**config.mk**
```make
export PLATFORM = sky130hd
export DESIGN_NAME = sysreset_hub
export DESIGN_NICKNAME = d
export VERILOG_FILES = /design/src/rtl/sysreset_pkg.sv /design/src/rtl/srh_sync.sv /design/src/rtl/srh_stretch.sv /design/src/rtl/srh_por_wait.sv /design/src/rtl/srh_cause.sv /design/src/rtl/sysreset_hub.sv
export SDC_FILE = /design/constraint.sdc
export NUM_CORES = 1
export LEC_CHECK = 0
export BUFFER_PORTS_ARGS = -buffer_cell sky130_fd_sc_hd__buf_2
export CAP_MARGIN = 20
export CORE_ASPECT_RATIO = 1.5
export CORE_MARGIN = 3
export CORE_UTILIZATION = 55
export CTS_CLUSTER_DIAMETER = 40
export CTS_CLUSTER_SIZE = 14
export DETAILED_ROUTE_END_ITERATION = 12
export PLACE_DENSITY_LB_ADDON = 0.15
export SETUP_SLACK_MARGIN = 0.2
export SLEW_MARGIN = 20
export SYNTH_ARGS = -nofsm -noshare
export SYNTH_HDL_FRONTEND = slang
export SYNTH_SLANG_ARGS = --single-unit
```
**constraint.sdc**
```tcl
create_clock -name osc_clk -period 2.6 [get_ports osc_clk]
set_clock_uncertainty 0.05 [all_clocks]
set_input_delay 0.39 -clock osc_clk [delete_from_list [all_inputs] [get_ports osc_clk]]
set_output_delay 0.39 -clock osc_clk [all_outputs]
set_load 0.01 [all_outputs]
```
**src/rtl/sysreset_pkg.sv**
```systemverilog
package sysreset_pkg;
   // reset origins, bit positions of the cause flag vector
   localparam int NSRC    = 7;
   localparam int SRC_POR = 0;
   localparam int SRC_WDT = 1;
   localparam int SRC_EXT = 2;
   localparam int SRC_SW  = 3;
   localparam int SRC_LVD = 4;
   localparam int SRC_CPU = 5;
   localparam int SRC_CLK = 6;

   // asynchronous request slots feeding the synchronizer bank
   localparam int NASYNC  = 3;
   localparam int A_POR   = 0;
   localparam int A_EXT   = 1;
   localparam int A_LVD   = 2;

   typedef logic [NSRC-1:0]   src_vec_t;
   typedef logic [NASYNC-1:0] async_vec_t;
endpackage

```
**src/rtl/srh_sync.sv**
```systemverilog
// Reset bridge: asserts asynchronously, releases after STAGES clock edges.
module srh_sync #(
   parameter int STAGES = 2
) (
   input  logic clk,
   input  logic req_a,
   output logic req_s
);
   logic [STAGES-1:0] chain;

   always_ff @(posedge clk or posedge req_a) begin
      if (req_a) chain <= '1;
      else       chain <= {chain[STAGES-2:0], 1'b0};
   end

   assign req_s = chain[STAGES-1];
endmodule

```
**src/rtl/srh_stretch.sv**
```systemverilog
// Holds its output for HOLD_CYC cycles after the last trigger.
module srh_stretch #(
   parameter int HOLD_CYC = 8
) (
   input  logic clk,
   input  logic rst_n,
   input  logic trig,
   output logic active
);
   localparam int CW = $clog2(HOLD_CYC + 1);
   localparam logic [CW-1:0] LOAD = CW'(HOLD_CYC);

   logic [CW-1:0] remain;

   always_ff @(posedge clk or negedge rst_n) begin
      if (!rst_n)              remain <= '0;
      else if (trig)           remain <= LOAD;
      else if (remain != '0)   remain <= remain - 1'b1;
   end

   assign active = (remain != '0);
endmodule

```
**src/rtl/srh_por_wait.sv**
```systemverilog
// Oscillator settling wait: counts 2^WAIT_LOG2 cycles after hold_in drops.
module srh_por_wait #(
   parameter int WAIT_LOG2 = 16
) (
   input  logic clk,
   input  logic rst_n,
   input  logic hold_in,
   output logic busy
);
   localparam int CW = WAIT_LOG2 + 1;

   logic [CW-1:0] cnt;
   logic          done;

   assign done = cnt[CW-1];

   always_ff @(posedge clk or negedge rst_n) begin
      if (!rst_n)       cnt <= '0;
      else if (hold_in) cnt <= '0;
      else if (!done)   cnt <= cnt + 1'b1;
   end

   assign busy = hold_in | ~done;
endmodule

```
**src/rtl/srh_cause.sv**
```systemverilog
// Sticky cause flags; the POR_IDX bit comes up set on power-on.
module srh_cause #(
   parameter int N       = 7,
   parameter int POR_IDX = 0
) (
   input  logic         clk,
   input  logic         rst_n,
   input  logic [N-1:0] set_vec,
   input  logic [N-1:0] clr_vec,
   output logic [N-1:0] flags
);
   for (genvar i = 0; i < N; i++) begin : g_flag
      localparam logic RST_VAL = (i == POR_IDX) ? 1'b1 : 1'b0;
      logic flag_q;
      always_ff @(posedge clk or negedge rst_n) begin
         if (!rst_n)          flag_q <= RST_VAL;
         else if (set_vec[i]) flag_q <= 1'b1;
         else if (clr_vec[i]) flag_q <= 1'b0;
      end
      assign flags[i] = flag_q;
   end
endmodule

```
**src/rtl/sysreset_hub.sv**
```systemverilog
module sysreset_hub
   import sysreset_pkg::*;
#(
   parameter int WAIT_LOG2   = 16,
   parameter int HOLD_CYC    = 8,
   parameter int SYNC_STAGES = 2,
   parameter int WS_W        = 2
) (
   input  logic            osc_clk,
   input  logic            por_n,
   input  logic            ext_rst_n,
   input  logic            lvd_det,
   input  logic            wdt_ovf,
   input  logic            cpu_det_ovf,
   input  logic            clk_sup_fail,
   input  logic            sw_wr,
   input  logic            sw_wdata,
   output logic            sw_bit,
   input  logic            ws_wr,
   input  logic [WS_W-1:0] ws_wdata,
   output logic [WS_W-1:0] ws_sel,
   input  logic [NSRC-1:0] cause_clr,
   output logic [NSRC-1:0] cause_flags,
   output logic            sys_rst
);
   // elaboration-time parameter checks
   if (SYNC_STAGES < 2) begin : g_bad_sync
      $error("SYNC_STAGES must be at least 2");
   end
   if (WAIT_LOG2 < 1 || WAIT_LOG2 > 30) begin : g_bad_wait
      $error("WAIT_LOG2 out of range");
   end
   if (HOLD_CYC < 1) begin : g_bad_hold
      $error("HOLD_CYC must be at least 1");
   end
   if (WS_W < 1) begin : g_bad_ws
      $error("WS_W must be at least 1");
   end

   async_vec_t async_raw;
   async_vec_t async_s;
   src_vec_t   trig_vec;
   logic       por_busy;
   logic       hold_act;
   logic       rst_int;
   logic       sw_fire;

   assign async_raw[A_POR] = ~por_n;
   assign async_raw[A_EXT] = ~ext_rst_n;
   assign async_raw[A_LVD] = lvd_det;

   // one reset bridge per asynchronous origin
   for (genvar g = 0; g < NASYNC; g++) begin : g_async
      srh_sync #(.STAGES(SYNC_STAGES)) u_sync (
         .clk   (osc_clk),
         .req_a (async_raw[g]),
         .req_s (async_s[g])
      );
   end

   srh_por_wait #(.WAIT_LOG2(WAIT_LOG2)) u_wait (
      .clk     (osc_clk),
      .rst_n   (por_n),
      .hold_in (async_s[A_POR]),
      .busy    (por_busy)
   );

   // a firmware request is honoured only outside reset
   assign sw_fire = sw_wr & ~sw_wdata & ~rst_int;

   always_comb begin
      trig_vec          = '0;
      trig_vec[SRC_WDT] = wdt_ovf;
      trig_vec[SRC_EXT] = async_s[A_EXT];
      trig_vec[SRC_SW]  = sw_fire;
      trig_vec[SRC_LVD] = async_s[A_LVD];
      trig_vec[SRC_CPU] = cpu_det_ovf;
      trig_vec[SRC_CLK] = clk_sup_fail;
   end

   srh_stretch #(.HOLD_CYC(HOLD_CYC)) u_hold (
      .clk    (osc_clk),
      .rst_n  (por_n),
      .trig   (|trig_vec),
      .active (hold_act)
   );

   srh_cause #(.N(NSRC), .POR_IDX(SRC_POR)) u_cause (
      .clk     (osc_clk),
      .rst_n   (por_n),
      .set_vec (trig_vec),
      .clr_vec (cause_clr),
      .flags   (cause_flags)
   );

   assign rst_int = por_busy | async_s[A_EXT] | async_s[A_LVD] | hold_act;
   assign sys_rst = rst_int;

   // control bits: forced to their reset values on every reset
   always_ff @(posedge osc_clk or negedge por_n) begin
      if (!por_n) begin
         sw_bit <= 1'b1;
         ws_sel <= '1;
      end else if (rst_int) begin
         sw_bit <= 1'b1;
         ws_sel <= '1;
      end else begin
         if (sw_wr) sw_bit <= sw_wdata;
         if (ws_wr) ws_sel <= ws_wdata;
      end
   end
endmodule

```
---- Word level (Yosys, flattened, before mapping) ----
Cells that the tools add are included.
operators by class
  $add $sub $neg .......................... 2
  equal/unequal tests ..................... 1
  bitwise logic cells ..................... 9
  mux-type cells .......................... 20
  reduce and logical (&&, ||, !) cells .... 11
operator list
  kind                     count
  $mux W17                 2
  $reduce_bool A2 Y1       9
  $add A17 B1 Y17 const B  1
  $mux W1                  14
  $mux W4                  2
  $reduce_or A6 Y1         1
  $mux W2                  2
  $or A1 B1 Y1             4
  $reduce_bool A4 Y1       1
  $sub A4 B1 Y4 const B    1
  $not A1 Y1               3
  $and A1 B1 Y1            2
  $ne A2 B2 Y1 const B     1
storage, ports and cells
  output and inout port bits .............. 11
  word-level logic and storage cells ...... 58
  register bits after elaboration ......... 37

---- Logic depth before layout (Yosys ltp) ----
Gate-level depths: netlist of the first run.
  word-level depth ........................ 9
  gate-level depth with buffers ........... 6
  mapped depth without buffers ............ 6

---- Hierarchy ----
A second synthesis of the first run with hierarchy kept.
unflattened totals
  cells, all modules ...................... 167
  area, all modules ....................... 1,774.2 um2
by module, submodules not included
  module        cells each  area each (um2)  instances  seq. area each (um2)
  srh_por_wait  89          903.4            1          425.4
  srh_cause     28          307.8            1          176.4
  srh_stretch   20          217.7            1          100.1
  srh_sync      4           60.1             3          52.6
  sysreset_hub  18          165.2            1          78.8

---- Worst setup path after synthesis of the first run ----
Ideal clock, no wire load.
  path type ............................... reg2out
  from .................................... register u_hold.remain[0]
  to ...................................... output sys_rst
  data required time ...................... 2,160 ps
  path slack .............................. 838 ps
  stages on the path, launching flop included .. 6
  data arrival time ....................... 1,322 ps
  buffers on the path ..................... 0
  path through ............................ dfrtp_1 inv_1 ha_1 nor3b_1 and2_1 inv_1
between the ends
  cells in the longest elaborated chain, start to end .. 2
RTL lines
  element                 RTL line            text
  start, declared         srh_stretch.sv:13   logic [CW-1:0] remain;
  start signal, assigned  srh_stretch.sv:18   else if (remain != '0) remain <= remain - 1'b1;
  $reduce_bool A4 Y1      srh_stretch.sv:21   assign active = (remain != '0);
  $or A1 B1 Y1            sysreset_hub.sv:96  assign rst_int = por_busy | async_s[A_EXT] | async_s[A_LVD] | hold_act;
  end, declared           sysreset_hub.sv:24  output logic sys_rst
Every way passes these cells.

---- Final worst setup path of the first run ----
Same ends and word-level chain as after synthesis.

==> metrics.md, run 1 <==
| Metric | Value |
|---|---|
| Max-slew violations | `0` |
| Drt pass-1 iters | `4` |
| Cell count after synthesis | `around 160` |
| Relative max-transition margin | `52.8%` |
| Initial Utilization | `around 58%` |
| Horiz. Die Dim | `51.4 µm` |
| Most common cell after layout, fill and taps aside | `buf_2` |
| Final setup viols | `0` |
| Top cell type's share of synthesized area | `~40%` |
| Clk sink count | `37` |
| Post-synth ARST share | `100%` |
| Iter 0 DRT Violations | `32` |
| Ant. Diodes | `0` |
| Leak pwr | `0.000901 µW` |
| Synthesized area | `roughly 1700 µm²` |
| Initial antenna violation count | `0` |
| Routability Congestion | `0.730` |
| Worst reg-to-reg setup slack | `0.90 ns` |
| # fillers | `253` |
| #FFs+latches synth | `37` |
| Final hold violation count | `0` |
| Period utilization | `84.2%` |
| Post-layout nets | `about 210` |
| Syn avg cell area | `10.8 µm²` |
| Reg-to-reg startpoint | `u_wait.cnt[16]` |
| Yosys cell types | `37` |
| Ys flop type | `dfrtp_1` |
| Fmax | `457 MHz` |
| Worst Max-Slew Pin Slew | `0.708 ns` |
| Die Y | `74.1 µm` |
| Worst reg2reg path endpoint | `u_wait.cnt[15]` |
| Ranking of synthesized cells by area | `dfrtp_1 40%, dfstp_2 15%, xor2_1 5.2%, nor2_1 4.2%, buf_4 3.5%` |
| H-tree depth | `2` |
| Crit-path max FO | `6` |
| Worst vdd ir | `381 µV` |
| GRT Overall Usage | `17.0%` |
| Share of cells above drive strength 1 | `roughly 28%` |
| Clk Latency, worst-skew pair | `0.28 ns` |
| Yosys warns | `0` |
| First-pass GRT wire length | `4800 µm` |
| EDFF count, synth | `0` |
| Hold Path Class | `primary input to async pin` |
| Core area | `2940 µm²` |
| Multi-input logic area | `~640 µm²` |
| Pwr/cell area | `599 nW/µm²` |
| FF-to-FF path depth | `4` |
| Register area | `938 µm²` |
| Most frequent cells in the layout | `29 x buf_2, 27 x dfrtp_1, 19 x nor2_1` |
| Tmin final | `2.19 ns` |
| ANT nets after route | `0` |
| DP HPWL | `2150 µm` |
| Core Rows | `24` |
| Worst Setup End Kind | `output port` |
| Max_cap viols | `0` |
| Post-CTS Setup Bufs | `0` |
| CP Launch Type | `register` |
| Post-Route WL | `2850 µm` |
| Largest buffer count on any clock path | `2` |
| Drt wl/cell | `about 13 µm` |
| Largest net degree at the start of global routing | `34` |
| Gr ovfl total | `0` |
| Final Core Density | `66.0%` |
| Total CTS buffers | `5` |
| Die ar. | `3810 µm²` |
| Total chip power | `around 1200 µW` |
| RSZ-0062 raised after global routing | `no` |
| Seq/Total Area, Yosys | `55.2%` |
| Setup Crit Path Kind | `register to output port` |
| TritonCTS clock tree | `yes` |
| Setup TNS | `0 ns` |
| Final WS setup | `0.410 ns` |
| Worst EP required | `2.16 ns` |
| Clk slew on worst S/H paths | `0.07 ns` |
| Top Ports | `30` |
| Root Buffer | `clkbuf_8` |
| Residual DRC count | `0` |
| Largest area contributor in the netlist | `dfrtp_1` |
| CP Data Arrival Time | `1.75 ns` |
| Area grow syn2layout | `14.3%` |
| Via count | `between 1000 and 1500` |
| PortBufs | `29` |
| Vias in the first global route | `about 1100` |
| Vias/cell | `around 5` |
| Outcome | `finished clean` |
| Worst slack, placed | `0.460 ns` |
==> synthesized netlist by cell type, drive strengths merged (4+ instances only) <==
cell   count
xor2      10
a21oi      4
o21ai      4
nor3       4
a21o       5
dfrtp     27
inv       12
dfstp     10
nor2      19
nand3      6
buf       11
nand2      9
nand4      5
==> how the worst max path moves through the flow <==
| stage | start | end | cells after the start |
|---|---|---|---|
| floorplan | u_hold.remain[0] | sys_rst | 5 |
| global placement | u_hold.remain[0] | sys_rst | 6 |
| detailed placement | u_hold.remain[0] | sys_rst | 6 |
| CTS | u_hold.remain[0] | sys_rst | 6 |
| global route | u_hold.remain[0] | sys_rst | 6 |
| finish | u_hold.remain[0] | sys_rst | 6 |
==> final cells by class <==
class / count / share of cell area (%)
Clock buffer: 7 / 4.44
Clock inverter: 1 / 1.55
Inverter: 12 / 2.32
Multi-Input combinational cell: 99 / 32.9
Sequential cell: 37 / 48.3
Tap cell: 39 / 2.51
Timing Repair Buffer: 30 / 7.98
==> registers in the layout, indices dropped and copies added (netlist names) <==
register / flops
u_wait.cnt: 17
g_async.u_sync.chain: 6
u_hold.remain: 4
ws_sel: 2
u_cause.g_flag.flag_q: 7
sw_bit: 1
==> power breakdown <==
group	switching, µW	total, µW	internal, µW
combinational	31.6	59.5	28.0
clock	184	497	312
sequential	13.0	608	595
total	229	1160	935
==> layer usage <==
| layer | global-route usage (%) | wire length (µm) | up-vias |
|---|---|---|---|
| li1 | - | - | 566 |
| met1 | 19.0 | 1160 | 551 |
| met2 | 30.0 | 1520 | 21 |
| met3 | 4.81 | 121 | 6 |
| met4 | 7.00 | 44 | 0 |
| met5 | 0 | 0 | - |
==> cells by family (layout without fill, tap and decap cells) <==
group	count (synthesis)	after routing	share of synthesized area (%)
AOI/OAI and AO/OA	15	15	5.59
and+or+nand+nor	61	61	19.7
xor gates and xnor gates	13	13	6.70
muxes	4	4	2.43
buffers and inverters	24	50	7.95
DFF	37	37	55.2
other	1	3	0.221
adders and majority gates	3	3	2.21
==> repair_timing <==
action                                  in CTS  in global routing
resized for setup                            1                  0
endpoints found under the setup margin       1                  0
hold buffers                                 1                  0
endpoints found under the hold margin        2                  0
==> critical path, cell delays in order (launching register included) <==
cell	delay, ns
dfrtp_1	0.41
inv_1	0.09
ha_1	0.17
nor3b_2	0.36
and2_1	0.26
inv_1	0.05
buf_2	0.13
==> per-stage QoR <==
stage	std cells	instance area, µm²	hold slack, ns
after floorplan	160	1710	0.0444
after global placement	216	1810	0.289
after detailed placement	216	1810	0.292
after CTS	225	1940	0.0617
after global routing	225	1940	0.0777
final	225	1940	0.0690
(Power assumes the default switching activity.)
==> run 2: changes to the inputs <==
--- a/config.mk
+++ b/config.mk
@@ -9,7 +9,7 @@
 export CAP_MARGIN = 20
 export CORE_ASPECT_RATIO = 1.5
 export CORE_MARGIN = 3
-export CORE_UTILIZATION = 55
+export CORE_UTILIZATION = 49
 export CTS_CLUSTER_DIAMETER = 40
 export CTS_CLUSTER_SIZE = 14
 export DETAILED_ROUTE_END_ITERATION = 12
==> constraint.sdc (replaced) <==
create_clock -name osc_clk -period 1.75 [get_ports osc_clk]
set_clock_uncertainty 0.05 [all_clocks]
set_input_delay 0.2625 -clock osc_clk [delete_from_list [all_inputs] [get_ports osc_clk]]
set_output_delay 0.2625 -clock osc_clk [all_outputs]
set_load 0.01 [all_outputs]
==> run 2 against run 1 <==
Utilization grew 0.62 points; hold slack worse by 0.031 ns; design area is 12% higher; largest cell class unchanged; largest power group unchanged.
==> metrics.md, run 2 (synthesis gave the netlist of run 1 again) <==
| Metric | Value |
|---|---|
| Top Ports | `30` |
| Leak pwr | `0.00100 µW` |
| Outcome | `finished clean` |
| Pwr/cell area | `767 nW/µm²` |
| WP buf/inv | `3` |
| CP max stage cell | `dfrtp_1` |
| Initial Utilization | `52.3%` |
| GRT Overall Usage | `18.4%` |
| Final setup viols | `0` |
| Setup Crit Path Kind | `register to output port` |
| Worst EP required | `1.44 ns` |
| Worst vdd ir | `around 670 µV` |
| Routability Congestion | `0.795` |
| FF-to-FF path depth | `7` |
| Worst slack, placed | `0.112 ns` |
| Most frequent cells in the layout | `28 x buf_2, 26 x dfrtp_1, 18 x nor2_1` |
| Die Y | `78.1 µm` |
| DP HPWL | `2130 µm` |
| Iter 0 DRT Violations | `21` |
| Hold Path Class | `primary input to register` |
| Post-layout nets | `approximately 220` |
| Post-Route WL | `3230 µm` |
| Initial antenna violation count | `0` |
| H-tree depth | `2` |
| # fillers | `280` |
| Post-Layout Cell Count | `243` |
| Area after DPL | `around 1800 µm²` |
| Area grow syn2layout | `27.5%` |
| Clock share of power | `38.8%` |
| Via count | `1228` |
| Vias/cell | `5.05` |
| Met1 Resource Use GR | `between 10% and 20%` |
| Hold Path Origin | `cause_clr[0]` |
| Core Rows | `25` |
| Drt wl/cell | `13.3 µm` |
| GR Layer Usage met3 | `5.31%` |
| Final Core Density | `66.7%` |
| Worst Max-Slew Pin Slew | `0.727 ns` |
| Tmin final | `1.72 ns` |
| Finished Cell Area | `2170 µm²` |
| CP Cell Sequence | `inv_2 > ha_4 > nor3b_4 > and2_4 > inv_2 > buf_6` |
| First-pass GRT wire length | `about 5600 µm` |
| Vias in the first global route | `1321` |
| Core area | `3250 µm²` |
| Largest buffer count on any clock path | `2` |
| Reg-to-reg startpoint | `u_hold.remain[1]` |
| Total CTS buffers | `5` |
| Hold_ws | `0.0381 ns` |
| Max-slew violations | `0` |
| Clk Latency, worst-skew pair | `about 0.29 ns` |
| Drt pass-1 iters | `4` |
| Layer with the highest usage | `met2` |
| Top cell by count, worst path | `inv_2` |
| Root Buffer | `clkbuf_8` |
| Gr ovfl total | `0` |
| Residual DRC count | `0` |
| Share of cells above drive strength 1 | `42.4%` |
| Relative max-transition margin | `51.5%` |
| Horiz. Die Dim | `54.1 µm` |
| RSZ-0062 raised after global routing | `yes` |
| Placed Cells | `220` |
| TritonCTS clock tree | `yes` |
| PortBufs | `29` |
| Period utilization | `98.4%` |
| Final hold violation count | `0` |
| CP peak stage delay | `0.40 ns` |
| CP Launch Type | `register` |
| CP Data Arrival Time | `1.41 ns` |
| Internal power | `1300 µW` |
| Clk sink count | `37` |
| Ant. Diodes | `0` |
| Clk slew on worst S/H paths | `0.07 ns` |
| Most flop-heavy register | `u_wait.cnt` |
| Final WS setup | `0.0284 ns` |
| Global-route met2 utilization | `32.0%` |
| ANT nets after route | `0` |
| Die ar. | `4230 µm²` |
| Fmax | `approximately 580 MHz` |
| Max FFs per register | `17` |
| Worst Hold Path EP | `u_cause.g_flag[0].flag_q` |
| Most common cell after layout, fill and taps aside | `buf_2` |
| Largest delay contributor family on the critical path | `flip-flops` |
| Worst Setup End Kind | `output port` |
| Worst reg-to-reg setup slack | `~0.27 ns` |
| Worst reg2reg path endpoint | `u_hold.remain[0]` |
| Max_cap viols | `0` |
| Sequential share of power | `a little over half` |
| Crit-path max FO | `3` |
| Switching Power | `366 µW` |
| Comb pwr share | `under 10%` |
| Largest net degree at the start of global routing | `34` |
| Switch share | `a little over a fifth` |
| Largest registers | `u_wait.cnt: 17 flops, u_cause.g_flag.flag_q: 7 flops, g_async.u_sync.chain: 6 flops` |
| Cells on Worst Hold Path | `2` |
[run 2: worst register-to-register path: cells and delay by family (launching register included)]
family                   cells  cell delay [ns]
buffers and inverters        3             0.33
AO/OA/AOI/OAI                1             0.12
AND/OR/NAND/NOR              2             0.36
adder cells (fa/ha/maj)      1             0.16
flip-flops                   1             0.38
[run 2: metal layers]
layer  wire length, µm  vias up  part of all wire, %
met5                 0        -                    0
met1              1260      594                   39
met2              1750       27                   54
met4               102        0                  3.2
li1                  -      596                    -
met3               118       11                  3.7
[run 2: cell type report]
type	count	area [µm²]	share of cell area, %
Inverter	12	45.0	2.08
Timing Repair Buffer	47	310	14.3
Multi-Input combinational cell	99	722	33.3
Tap cell	40	50.0	2.31
Clock inverter	1	5.00	0.231
Sequential cell	37	940	43.3
Clock buffer	7	96.3	4.44
[run 2: through the flow]
stage               total power (µW)  setup TNS [ns]
detailed placement              1010               0
CTS                             1670               0
global placement                1000               0
finish                          1660               0
floorplan                        964               0
global route                    1760         -0.0557
[run 2: how the worst max path moves through the flow]
| stage | slack [ns] | depth (start not counted) | endpoint | from |
|---|---|---|---|---|
| finish | 0.03 | 6 | sys_rst | u_hold.remain[1] |
| floorplan | 0.23 | 5 | u_wait.cnt[15] | u_wait.cnt[16] |
| global route | -0.06 | 6 | sys_rst | u_hold.remain[1] |
| detailed placement | 0.11 | 6 | sys_rst | u_hold.remain[0] |
| global placement | 0.15 | 4 | u_wait.cnt[15] | u_wait.cnt[3] |
| CTS | 0.04 | 6 | sys_rst | u_hold.remain[1] |
[run 2: repair_timing]
item,4_1_cts,5_1_grt
pin swaps,1,6
endpoints found under the setup margin,5,8
setup buffers,4,8
hold buffers,3,0
gates resized for setup,13,14
hold endpoints to repair,9,0
[run 2: power groups by stage]
stage,logic [µW],registers [µW],clock network (µW)
finish,118,900,645
global route,133,903,724
CTS,107,900,667
detailed placement,97.1,913,0
global placement,92.7,912,0
floorplan,55.1,909,0
==> run 3: changes to the inputs <==
--- a/config.mk
+++ b/config.mk
@@ -14,6 +14,7 @@
 export CTS_CLUSTER_SIZE = 14
 export DETAILED_ROUTE_END_ITERATION = 12
 export PLACE_DENSITY_LB_ADDON = 0.15
+export REMOVE_ABC_BUFFERS = 1
 export SETUP_SLACK_MARGIN = 0.2
 export SLEW_MARGIN = 20
 export SYNTH_ARGS = -nofsm -noshare
==> run 3 against run 2 <==
Clock power decreased by 5.3%; critical path type unchanged; die area unchanged; power decreased by 1.9%; global-route usage decreased by 0.73 points; largest power group unchanged; flip-flop and latch count unchanged; design area decreased by 0.69%; register-to-register slack got worse by 0.15 ns; count of clock-buffer cells in the layout increased by 1; via count increased by 2.4%; the run now ends with hold timing left; setup slack got worse by 0.0017 ns.
==> metrics.md, run 3 (synthesis gave the netlist of run 1 again) <==
| Metric | Value |
|---|---|
| Outcome | `finished with violations` |
| Failing checks | `hold timing` |
| Ant. Diodes | `0` |
| Die Y | `78.1 µm` |
| Worst Setup End Kind | `output port` |
| Worst Max-Slew Pin Slew | `0.715 ns` |
| GRT Overall Usage | `17.7%` |
| Pwr/cell area | `~760 nW/µm²` |
| CP Launch Type | `register` |
| Top Ports | `30` |
| Iter 0 DRT Violations | `19` |
| Max_cap viols | `0` |
| Final setup viols | `0` |
| Residual DRC count | `0` |
| Die ar. | `about 4200 µm²` |
| RSZ-0062 raised after global routing | `yes` |
| Setup TNS | `0 ns` |
| Total CTS buffers | `5` |
| Gr ovfl total | `0` |
| Horiz. Die Dim | `about 54 µm` |
| Tmin final | `1.72 ns` |
| Most frequent cells in the layout | `28 x buf_2, 26 x dfrtp_1, 18 x nor2_1` |
| Setup Crit Path Kind | `register to output port` |
| Relative max-transition margin | `52.4%` |
| Worst EP required | `1.44 ns` |
| Hold_ws | `-0.0250 ns` |
| Largest registers | `u_wait.cnt: 17 flops, u_cause.g_flag.flag_q: 7 flops, g_async.u_sync.chain: 6 flops` |
| Most common cell after layout, fill and taps aside | `buf_2` |
| PortBufs | `29` |
| Area grow syn2layout | `26.6%` |
| Clk Latency, worst-skew pair | `0.28 ns` |
| # fillers | `278` |
| Routability Congestion | `0.751` |
| Core Rows | `25` |
| Vias/cell | `5.13` |
| Worst vdd ir | `638 µV` |
| Area after DPL | `1840 µm²` |
| Largest buffer count on any clock path | `2` |
| Share of cells above drive strength 1 | `41.0%` |
| Final Core Density | `66.2%` |
| Initial antenna violation count | `0` |
| H-tree depth | `2` |
| TritonCTS clock tree | `yes` |
| Hold Path Class | `primary input to async pin` |
| Post-layout nets | `226` |
| Clk sink count | `37` |
| Via count | `1258` |
| Largest net degree at the start of global routing | `34` |
| Leak pwr | `~0.001 µW` |
| Vias in the first global route | `1285` |
| Crit-path max FO | `2` |
| Clk slew on worst S/H paths | `0.07 ns` |
| Most flop-heavy register | `u_wait.cnt` |
| Period utilization | `slightly below 100%` |
| Drt wl/cell | `13.7 µm` |
| Worst slack, placed | `0.138 ns` |
| DP HPWL | `2220 µm` |
| Max FFs per register | `17` |
| Fmax | `580 MHz` |
| ANT nets after route | `0` |
| Post-Route WL | `between 3000 and 4000 µm` |
| Final hold violation count | `27` |
| Core area | `3250 µm²` |
| Initial Utilization | `52.3%` |
| Root Buffer | `clkbuf_8` |
| First-pass GRT wire length | `5420 µm` |
| Drt pass-1 iters | `4` |
| Final WS setup | `0.0267 ns` |
| Max-slew violations | `0` |
| Finished Cell Area | `roughly 2200 µm²` |
| CP Data Arrival Time | `around 1.4 ns` |
[run 3: repair_timing]
| item | 4_1_cts | 5_1_grt |
|---|---|---|
| resized for setup | 12 | 13 |
| endpoints found under the hold margin | 4 | 0 |
| setup endpoints to repair | 3 | 8 |
| buffers inserted | 6 | 8 |
| pin swaps | 1 | 4 |
| hold buffers | 2 | 0 |
[run 3: final timing paths]
path	from	end	slack [ns]	cells after the start
setup / recovery	u_hold.remain[1]	sys_rst	0.03	6
hold / removal	por_n	u_wait.cnt[10]	-0.02	1
setup reg to reg	u_hold.remain[0]	u_hold.remain[0]	0.12	8
hold reg to reg	g_async[1].u_sync.chain[0]	g_async[1].u_sync.chain[1]	0.31	0
max in group asynchronous	lvd_det	g_async[2].u_sync.chain[0]	1.14	3
min in group osc_clk	cause_clr[0]	u_cause.g_flag[0].flag_q	0.03	2
[run 3: where the power goes]
group / switching, µW / internal (µW) / total (µW) / leakage (µW)
combinational: 60.3 / 60.2 / 120 / 0.000498
sequential: 17.0 / 883 / 900 / 0.000457
clock: 289 / 321 / 611 / 0.0000455
total: 367 / 1260 / 1630 / 0.00100
[run 3: final cells by class]
type                       count  area [µm²]  share of cell area (%)
inverter                      12        45.0                    2.09
timing repair buffer          49         314                    14.6
multi-input combinational     99         714                    33.2
clock buffer                   8        90.1                    4.18
tap                           40        50.0                    2.32
sequential                    37         940                    43.6
[run 3: critical path: stages (launching register included)]
cell	delay, ns
dfrtp_1	0.40
inv_2	0.10
ha_4	0.13
nor3b_4	0.18
and2_4	0.18
inv_2	0.03
buf_6	0.10
[run 3: per-layer routing]
layer | track usage (%) | vias to the layer above | routed length (µm)
met5 | 0 | - | 0
met3 | 4.74 | 7 | 104
met1 | 17.6 | 629 | 1230
met4 | 9.73 | 0 | 73
met2 | 31.3 | 22 | 1960
li1 | - | 600 | -
[run 3: stage by stage]
stage | std cells | total power [µW]
final | 245 | 1630
after global routing | 245 | 1710
after CTS | 237 | 1640
after detailed placement | 221 | 1010
after global placement | 221 | 1010
after floorplan | 148 | 952
